$ cat src/rtl/mbx_send_pkg.sv
package mbx_send_pkg;
  localparam int unsigned REG_W  = 32;
  localparam int unsigned HALF_W = REG_W / 2;
  localparam int unsigned MSG_W  = HALF_W - 1;

  typedef logic [REG_W-1:0] word_t;

  typedef enum logic [2:0] {
    ST_IDLE, ST_DETECT, ST_OWN_CHK, ST_BACKOFF,
    ST_SEND, ST_ACK_WAIT, ST_ACK_CHK, ST_RELEASE
  } state_e;

  typedef enum logic [1:0] {RES_DONE, RES_ERR, RES_TMO} result_e;

  function automatic int unsigned own_lsb(bit guest);
    return guest ? HALF_W : 0;
  endfunction

  function automatic int unsigned peer_lsb(bit guest);
    return guest ? 0 : HALF_W;
  endfunction

  // claim field: a half without its doorbell bit
  function automatic word_t field_mask(int unsigned lsb);
    return word_t'({{(HALF_W-1){1'b1}}, 1'b0}) << lsb;
  endfunction

  function automatic word_t field_val(logic [HALF_W-1:0] sig, int unsigned lsb);
    return word_t'(sig & {{(HALF_W-1){1'b1}}, 1'b0}) << lsb;
  endfunction

  function automatic word_t half_mask(int unsigned lsb);
    return word_t'({HALF_W{1'b1}}) << lsb;
  endfunction
endpackage

$ cat src/rtl/mbx_send_timer.sv
module mbx_send_timer #(
  parameter int unsigned W = 8
) (
  input  logic         clk_i,
  input  logic         rst_ni,
  input  logic         load_i,
  input  logic [W-1:0] load_val_i,
  output logic         zero_o
);
  logic [W-1:0] cnt_q;

  always_ff @(posedge clk_i or negedge rst_ni) begin
    if (!rst_ni)            cnt_q <= '0;
    else if (load_i)        cnt_q <= load_val_i;
    else if (cnt_q != '0)   cnt_q <= cnt_q - 1'b1;
  end

  assign zero_o = (cnt_q == '0);
endmodule

$ cat src/rtl/mbx_send_cnt.sv
module mbx_send_cnt #(
  parameter int unsigned LIMIT = 3
) (
  input  logic clk_i,
  input  logic rst_ni,
  input  logic clr_i,
  input  logic inc_i,
  output logic at_lim_o
);
  localparam int unsigned CW = $clog2(LIMIT + 2);

  logic [CW-1:0] cnt_q;

  always_ff @(posedge clk_i or negedge rst_ni) begin
    if (!rst_ni)     cnt_q <= '0;
    else if (clr_i)  cnt_q <= '0;
    else if (inc_i)  cnt_q <= cnt_q + 1'b1;
  end

  assign at_lim_o = (cnt_q == CW'(LIMIT));
endmodule

$ cat src/rtl/mbx_send_own_chk.sv
module mbx_send_own_chk
  import mbx_send_pkg::*;
#(
  parameter bit                GUEST_SIDE = 1'b0,
  parameter logic [HALF_W-1:0] CLAIM_SIG  = 16'h6AC2
) (
  input  word_t reg_rdata_i,
  output logic  bell_o,
  output logic  collide_o
);
  logic [HALF_W-2:0] peer_f, own_f;
  logic              unused_peer_bell;

  generate
    if (GUEST_SIDE) begin : g_guest
      assign peer_f           = reg_rdata_i[HALF_W-1:1];
      assign own_f            = reg_rdata_i[REG_W-1:HALF_W+1];
      assign bell_o           = reg_rdata_i[HALF_W];
      assign unused_peer_bell = reg_rdata_i[0];
    end else begin : g_host
      assign peer_f           = reg_rdata_i[REG_W-1:HALF_W+1];
      assign own_f            = reg_rdata_i[HALF_W-1:1];
      assign bell_o           = reg_rdata_i[0];
      assign unused_peer_bell = reg_rdata_i[HALF_W];
    end
  endgenerate

  // our claim overwritten, or the peer planted its own claim in our half
  assign collide_o = (peer_f != CLAIM_SIG[HALF_W-1:1]) || (own_f == CLAIM_SIG[HALF_W-1:1]);
endmodule

$ cat src/rtl/mbx_send.sv
module mbx_send
  import mbx_send_pkg::*;
#(
  parameter bit                GUEST_SIDE    = 1'b0,
  parameter logic [HALF_W-1:0] CLAIM_SIG     = 16'h6AC2,
  parameter int unsigned       TICK_CYC      = 4,
  parameter int unsigned       DETECT_UNITS  = 10,
  parameter int unsigned       ACK_UNITS     = 2,
  parameter int unsigned       ACK_MAX_POLLS = 100,
  parameter int unsigned       RETRY_UNITS   = 5,
  parameter int unsigned       MAX_RETRIES   = 3
) (
  input  logic              clk_i,
  input  logic              rst_ni,
  input  logic              send_req_i,
  input  logic [MSG_W-1:0]  send_data_i,
  output logic              busy_o,
  output logic              reg_we_o,
  output logic [REG_W-1:0]  reg_wmask_o,
  output logic [REG_W-1:0]  reg_wdata_o,
  output logic              reg_re_o,
  input  logic [REG_W-1:0]  reg_rdata_i,
  output logic              done_o,
  output logic              err_o,
  output logic              timeout_o
);
  localparam int unsigned LEN_D   = DETECT_UNITS * TICK_CYC;
  localparam int unsigned LEN_A   = ACK_UNITS * TICK_CYC;
  localparam int unsigned LEN_R   = RETRY_UNITS * TICK_CYC;
  localparam int unsigned LEN_DA  = (LEN_D > LEN_A) ? LEN_D : LEN_A;
  localparam int unsigned LEN_MAX = (LEN_DA > LEN_R) ? LEN_DA : LEN_R;
  localparam int unsigned TMR_W   = $clog2(LEN_MAX + 1);
  localparam int unsigned OWN_LSB  = own_lsb(GUEST_SIDE);
  localparam int unsigned PEER_LSB = peer_lsb(GUEST_SIDE);
  localparam word_t PEER_CM = field_mask(PEER_LSB);
  localparam word_t PEER_CV = field_val(CLAIM_SIG, PEER_LSB);
  localparam word_t OWN_HM  = half_mask(OWN_LSB);
  localparam logic [TMR_W-1:0] LD_D = TMR_W'(LEN_D - 1);
  localparam logic [TMR_W-1:0] LD_A = TMR_W'(LEN_A - 1);
  localparam logic [TMR_W-1:0] LD_R = TMR_W'(LEN_R - 1);

  state_e             state_q, state_d;
  result_e            res_q, res_d;
  logic [MSG_W-1:0]   msg_q;
  logic               msg_ld;
  logic               tmr_load, tmr_zero;
  logic [TMR_W-1:0]   tmr_val;
  logic               rty_clr, rty_inc, rty_max;
  logic               pol_clr, pol_inc, pol_max;
  logic               rd_bell, rd_collide;

  mbx_send_timer #(.W(TMR_W)) u_timer (
    .clk_i, .rst_ni, .load_i(tmr_load), .load_val_i(tmr_val), .zero_o(tmr_zero)
  );

  mbx_send_cnt #(.LIMIT(MAX_RETRIES)) u_rty_cnt (
    .clk_i, .rst_ni, .clr_i(rty_clr), .inc_i(rty_inc), .at_lim_o(rty_max)
  );

  mbx_send_cnt #(.LIMIT(ACK_MAX_POLLS - 1)) u_pol_cnt (
    .clk_i, .rst_ni, .clr_i(pol_clr), .inc_i(pol_inc), .at_lim_o(pol_max)
  );

  mbx_send_own_chk #(.GUEST_SIDE(GUEST_SIDE), .CLAIM_SIG(CLAIM_SIG)) u_own_chk (
    .reg_rdata_i, .bell_o(rd_bell), .collide_o(rd_collide)
  );

  always_ff @(posedge clk_i or negedge rst_ni) begin
    if (!rst_ni) begin
      state_q <= ST_IDLE;
      res_q   <= RES_DONE;
      msg_q   <= '0;
    end else begin
      state_q <= state_d;
      res_q   <= res_d;
      if (msg_ld) msg_q <= send_data_i;
    end
  end

  always_comb begin
    state_d     = state_q;
    res_d       = res_q;
    msg_ld      = 1'b0;
    reg_we_o    = 1'b0;
    reg_re_o    = 1'b0;
    reg_wmask_o = '0;
    reg_wdata_o = '0;
    tmr_load    = 1'b0;
    tmr_val     = '0;
    rty_clr     = 1'b0;
    rty_inc     = 1'b0;
    pol_clr     = 1'b0;
    pol_inc     = 1'b0;
    done_o      = 1'b0;
    err_o       = 1'b0;
    timeout_o   = 1'b0;
    unique case (state_q)
      ST_IDLE: if (send_req_i) begin
        msg_ld      = 1'b1;
        rty_clr     = 1'b1;
        reg_we_o    = 1'b1;
        reg_wmask_o = PEER_CM;
        reg_wdata_o = PEER_CV;
        tmr_load    = 1'b1;
        tmr_val     = LD_D;
        state_d     = ST_DETECT;
      end
      ST_DETECT: if (tmr_zero) begin
        reg_re_o = 1'b1;
        state_d  = ST_OWN_CHK;
      end
      ST_OWN_CHK: begin
        if (!rd_collide) begin
          state_d = ST_SEND;
        end else if (rty_max) begin
          res_d   = RES_ERR;
          state_d = ST_RELEASE;
        end else begin
          rty_inc  = 1'b1;
          tmr_load = 1'b1;
          tmr_val  = LD_R;
          state_d  = ST_BACKOFF;
        end
      end
      ST_BACKOFF: if (tmr_zero) begin
        reg_we_o    = 1'b1;
        reg_wmask_o = PEER_CM;
        reg_wdata_o = PEER_CV;
        tmr_load    = 1'b1;
        tmr_val     = LD_D;
        state_d     = ST_DETECT;
      end
      ST_SEND: begin
        reg_we_o    = 1'b1;
        reg_wmask_o = OWN_HM;
        reg_wdata_o = word_t'({msg_q, 1'b1}) << OWN_LSB;
        pol_clr     = 1'b1;
        tmr_load    = 1'b1;
        tmr_val     = LD_A;
        state_d     = ST_ACK_WAIT;
      end
      ST_ACK_WAIT: if (tmr_zero) begin
        reg_re_o = 1'b1;
        state_d  = ST_ACK_CHK;
      end
      ST_ACK_CHK: begin
        if (!rd_bell) begin
          res_d   = RES_DONE;
          state_d = ST_RELEASE;
        end else if (pol_max) begin
          res_d   = RES_TMO;
          state_d = ST_RELEASE;
        end else begin
          pol_inc  = 1'b1;
          tmr_load = 1'b1;
          tmr_val  = LD_A;
          state_d  = ST_ACK_WAIT;
        end
      end
      ST_RELEASE: begin
        reg_we_o    = 1'b1;
        reg_wmask_o = PEER_CM;
        reg_wdata_o = '0;
        done_o      = (res_q == RES_DONE);
        err_o       = (res_q == RES_ERR);
        timeout_o   = (res_q == RES_TMO);
        state_d     = ST_IDLE;
      end
      default: state_d = ST_IDLE;
    endcase
  end

  assign busy_o = (state_q != ST_IDLE);
endmodule

$ cat config.mk
export PLATFORM = sky130hd
export DESIGN_NAME = mbx_send
export DESIGN_NICKNAME = d
export VERILOG_FILES = /design/src/rtl/mbx_send_pkg.sv /design/src/rtl/mbx_send_timer.sv /design/src/rtl/mbx_send_cnt.sv /design/src/rtl/mbx_send_own_chk.sv /design/src/rtl/mbx_send.sv
export SDC_FILE = /design/constraint.sdc
export NUM_CORES = 1
export LEC_CHECK = 0
export ABC_CLOCK_PERIOD_IN_PS = 2700
export BUFFER_PORTS_ARGS = -buffer_cell sky130_fd_sc_hd__buf_2
export CELL_PAD_IN_SITES_DETAIL_PLACEMENT = 0
export CELL_PAD_IN_SITES_GLOBAL_PLACEMENT = 1
export CORE_MARGIN = 4
export CORE_UTILIZATION = 33
export DETAILED_ROUTE_END_ITERATION = 10
export PLACE_DENSITY_LB_ADDON = 0.1
export SYNTH_ARGS = -nofsm -noshare
export SYNTH_HDL_FRONTEND = slang
export SYNTH_SLANG_ARGS = --single-unit
$ cat constraint.sdc
create_clock -name clk_i -period 2.7 [get_ports clk_i]
set_clock_uncertainty 0.05 [all_clocks]
set_input_delay 0.135 -clock clk_i [delete_from_list [all_inputs] [get_ports clk_i]]
set_output_delay 0.135 -clock clk_i [all_outputs]
set_load 0.02 [all_outputs]
* After elaboration in Yosys (flattened, before gate mapping)
Cells that the tools add are included.
Word-level totals: register bits after elaboration 36, output and inout port bits 70, input port bits 50, logic and storage cells 92
Operators by class: multiplexer cells 49, reduce and logical (&&, ||, !) cells 14, add/sub/neg operators 3, equal/unequal tests 20
Operators by type and width (number):
- one-hot mux 32 bit (4 select lines) | 1
- one-hot mux 31 bit (3 select lines) | 1
- two-way mux 32 bit | 2
- two-way mux 31 bit | 2
- two-way mux 3 bit | 10
- one-hot mux 6 bit (5 select lines) | 1
- two-way mux 6 bit | 4
- one-hot mux 3 bit (8 select lines) | 1
- equality test 15 x 14 -> 1 bit (second input constant) | 1
- != test 15 x 14 -> 1 bit (second input constant) | 1
- two-way mux 1 bit | 14
- two-way mux 7 bit | 2
- equality test 3 bit (second input constant) | 4
- two-way mux 2 bit | 6
- != test 2 bit (second input constant) | 6
- two-way mux 5 bit | 2
- equality test 3 x 2 -> 1 bit (second input constant) | 3
- AND reduction 4 bit | 2
- nonzero test 2 bit | 4
- adder 7 x 1 -> 7 bit (second input constant) | 1
- equality test 7 bit (second input constant) | 1
- zero test 6 bit | 1
- nonzero test 6 bit | 1
- subtractor 6 x 1 -> 6 bit (second input constant) | 1
- 13 further kinds | 14

* Depth between registers and ports, before layout
word-level depth 6, gate-level depth with buffers 9, depth with buffers taken out 9

* Hierarchy
Synthesis repeated with hierarchy kept, for this count alone.
Unflattened totals: cells, all modules 249, area, all modules 2467.4 µm²
By module, submodules not included:
- mbx_send | instances 1, seq. area each 500.5 µm², cells each 155, area an instance 1496.4 µm²
- mbx_send_timer | instances 1, seq. area each 150.1 µm², cells each 40, area an instance 400.4 µm²
- mbx_send_cnt (u_pol_cnt) | instances 1, seq. area each 175.2 µm², cells each 31, area an instance 326.6 µm²
- mbx_send_cnt (u_rty_cnt) | instances 1, seq. area each 75.1 µm², cells each 12, area an instance 141.4 µm²
- mbx_send_own_chk | instances 1, seq. area each 0.0 µm², cells each 11, area an instance 102.6 µm²

* Worst setup path before layout
OpenSTA, ideal clock, no wires.
path type register -> output, start register u_timer.cnt_q[3], end output port reg_wmask_o[18], arrival 2.215 ns, stages on the path, launching flop included 6, required time 2.515 ns, setup slack 0.300 ns, cells stage by stage dfrtp_1 or3_1 nor2_4 a21boi_2 a21oi_1 buf_4
Between the ends: longest elaborated chain between the ends 3
Ends and longest elaborated chain:
- start: declaration | RTL line mbx_send_timer.sv:10 | logic [W-1:0] cnt_q;
- start signal: assignment | RTL line mbx_send_timer.sv:14 | else if (load_i) cnt_q <= load_val_i;
- start signal: assignment | RTL line mbx_send_timer.sv:15 | else if (cnt_q != '0) cnt_q <= cnt_q - 1'b1;
- zero test 6 bit | RTL line mbx_send_timer.sv:18 | assign zero_o = (cnt_q == '0);
- two-way mux 32 bit | RTL line mbx_send.sv:125 | ST_BACKOFF: if (tmr_zero) begin
- one-hot mux 32 bit (4 select lines) | RTL line mbx_send.sv:97 | unique case (state_q)
- end: declaration | RTL line mbx_send.sv:19 | output logic [REG_W-1:0] reg_wmask_o,
No other way between the ends.

* Worst setup path in the final report
start register state_q[0], end register u_timer.cnt_q[1]
Between the ends: longest elaborated chain between the ends 3
Ends and longest elaborated chain:
- start: declaration | RTL line mbx_send.sv:42 | state_e state_q, state_d;
- start signal: assignment | RTL line mbx_send.sv:74 | state_q <= state_d;
- equality test 3 bit, or another cell as far along | RTL line mbx_send.sv:97
- one-hot mux 6 bit (5 select lines) / one-hot mux 1 bit (5 select lines) (equally long branches) | RTL line mbx_send.sv:97
- two-way mux 6 bit / nonzero test 2 bit (equally long branches)
Several ways; a longest one is shown, not always the timed one. A chain may end at the register's enable or synchronous reset.

==> results.cfg <==
[worst_hold_path]
hold_class = input pin to register
min_path_cells = 2

[layout]
area_growth_pct = 20.4
drive_gt1_share_pct = 44.8
nFillCells = 752
register_area_um2 = 901
multi_input_area_um2 = 1150
diodes = 0
layout_commonest_cell = buf_2
final_nets = 389
instances_no_fill = 429
mostFrequentLayoutCells = 108 x buf_2, 36 x dfrtp_1, 19 x nor2_1

[timing]
fin_tns_setup_ns = 0
hold_viol = 0
holdWs_ns = 0.0237
max_slew_margin_pct = 44.0
worst_slew_pin_slew_ns = 0.840
finalSetupViolCount = 0
finalMaxSlewViolations = 0
fin_crit_ns = 2.19
post-route-period-util_pct = 81.0
rsz0062_at_grt = false
fmax_mhz = 457

[die]
fp.dieH_um = 93.8
io_pins = 120
core.rowCount = 31
core-area_um2 = 7210
initial_core_util_pct = 33.7
dieArea_um2 = 8800
die_width_um = 93.8

[job]
cap_violations = 0

[grt]
overflow = 0
grt.total_usage_pct = 12.4
grt_pass1_wl_um = 8690
grt_pass1_vias = 1836
antenna_found_initial = 0
grt_max_degree = 37

[clocking]
cts_resized = 0
clk_pin_slew_ns = 0.08
clock_sinks = 36
cts_made_buffers = 5
root_buffer = clkbuf_8
cts_max_level = 2
clkLatencyLatePin_ns = 0.29
cts_tree = done
cts_buffer_depth = 2

[yosys]
synth_seq_cells = 36
syn_inst = 250
synthXorXnorAreaFrac_pct = 3.24
synth_area_um2 = 2430
synth_top_family_by_area = simple AND/OR/NAND/NOR gates
async_flop_share_pct = 100
ys.flop_type = dfrtp_1
synth-compound-area-share_pct = 6.90
avgSynthCellArea_um2 = 9.72
yosysWarnings = 0
synth_mux_area_share_pct = 9.06
yosys.cell_types.count = 44
ys_seq_area_share_pct = 37.1
yosys.area_share.simple_pct = 21.6
synthAdderAreaFrac_pct = 5.15
synth_edf_count = 0

[setup_path]
rr_worst_depth = 8
cp-start-kind = register
cp.required_ns = 2.82
path_class = register to register
path_max_fanout = 8
cp-end-kind = register
max_stage_delay_ns = 0.42
path_cells = inv_1, ha_1, nand3b_1, a21boi_2, inv_1, nor3_1, o22ai_2, nand2b_1
worst_path_max_delay_cell = dfrtp_1
critPathMostFrequentCell = inv_1
cp_data_arrival_time_ns = 2.31

[placed_design]
place_inst = 420
hpwl_um = 4170
port-buffer-count = 108
place_congestion = 0.721

[drt]
routedWlPerCell_um = 12.7
firstDrtPassIters = 4
drcViolationCount = 0
wl_um = 5460
initialDrtViolationCount = 36
vias = 1939
vias_per_cell = 4.52
drtAntennaViolNets = 0

[pwr]
max-vdd-ir-drop_v = 0.000306
power.leakage_nw = 1.63
powerDensity_nw_per_um2 = 876

[status]
status = complete, no violations
## cell usage after synthesis (all sizes together) (3+ instances only)
| library cell | number | share of area (%) |
|---|---|---|
| buf | 48 | 15 |
| dfrtp | 36 | 37 |
| nor2 | 21 | 3.9 |
| and3 | 18 | 4.6 |
| mux2 | 16 | 7.4 |
| nand2 | 12 | 1.9 |
| ha | 10 | 5.1 |
| inv | 10 | 1.5 |
| nor3 | 6 | 1.2 |
| nand2b | 5 | 1.3 |
| o21ai | 5 | 1.5 |
| o22ai | 5 | 1.5 |
| xor2 | 5 | 1.8 |
| a21oi | 4 | 0.82 |
| clkbuf | 4 | 0.62 |
| mux2i | 4 | 1.6 |
| nand4 | 4 | 1.0 |
| or3 | 4 | 1.0 |
| xnor2 | 4 | 1.4 |
| nand3 | 3 | 0.62 |
## metrics by stage
step	util [%]	setup slack (ns)	instance area (um2)	power [mW]
after CTS	40.6	0.479	2930	2.60
after global placement	38.9	0.543	2810	2.10
after detailed placement	38.9	0.493	2810	2.11
after floorplan	-	0.300	2460	1.88
after global routing	40.6	0.257	2930	2.79
final	40.6	0.512	2930	2.56
## final timing paths
check	endpoint	start	slack, ns
max	u_timer.cnt_q[1]	state_q[0]	0.51
min	msg_q[7]	send_data_i[7]	0.02
max reg2reg	u_timer.cnt_q[1]	state_q[0]	0.51
min reg2reg	msg_q[2]	msg_q[2]	0.45
max in group asynchronous	res_q[1]	rst_ni	1.63
min in group asynchronous	msg_q[1]	rst_ni	0.44
## worst max-delay path: cells and delay by family (launching register included)
family,cells,cell delay [ns]
simple gates,3,0.68
compound gates,2,0.43
flops,1,0.42
buf+inv,2,0.25
fa+ha+maj,1,0.25
## metal layers
metal | up-vias | wire, um | GRT usage (%) | part of all wire, %
met5 | - | 0 | 0 | 0
met4 | 0 | 44 | 3.25 | 0.81
met3 | 4 | 482 | 3.37 | 8.8
met2 | 80 | 2530 | 20.8 | 46
met1 | 896 | 2410 | 15.6 | 44
li1 | 959 | - | - | -
## cell families (layout without fill, tap and decap cells)
group	Yosys count	after routing
AOI/OAI and AO/OA	23	23
xor gates and xnor gates	9	9
adders and majority gates	10	10
buffers and inverters	63	134
DFF	36	36
muxes	20	20
other	1	10
and+or+nand+nor	88	88
## power by group
part | switching (mW) | internal, mW
Combinational | 0.668 | 0.527
Clock | 0.203 | 0.273
Sequential | 0.133 | 0.761
## area by class of cell
class | instances | area share (%)
inverters | 11 | 1.41
well taps | 99 | 4.23
clock buffers | 5 | 2.35
flip-flops and latches | 36 | 30.8
multi-input cells | 160 | 39.4
clock inverters | 3 | 1.45
repair buffers | 115 | 20.4
## registers in the layout (all words and copies together) (netlist names)
register         cells
msg_q               15
u_pol_cnt.cnt_q      7
u_timer.cnt_q        6
state_q              3
u_rty_cnt.cnt_q      3
res_q                2
## repair_timing
action / 4_1_cts / 5_1_grt
setup buffers: 0 / 0
endpoints found under the hold margin: 36 / 0
endpoints found under the setup margin: 0 / 0
hold buffers: 1 / 0
(Power assumes the default switching activity.)
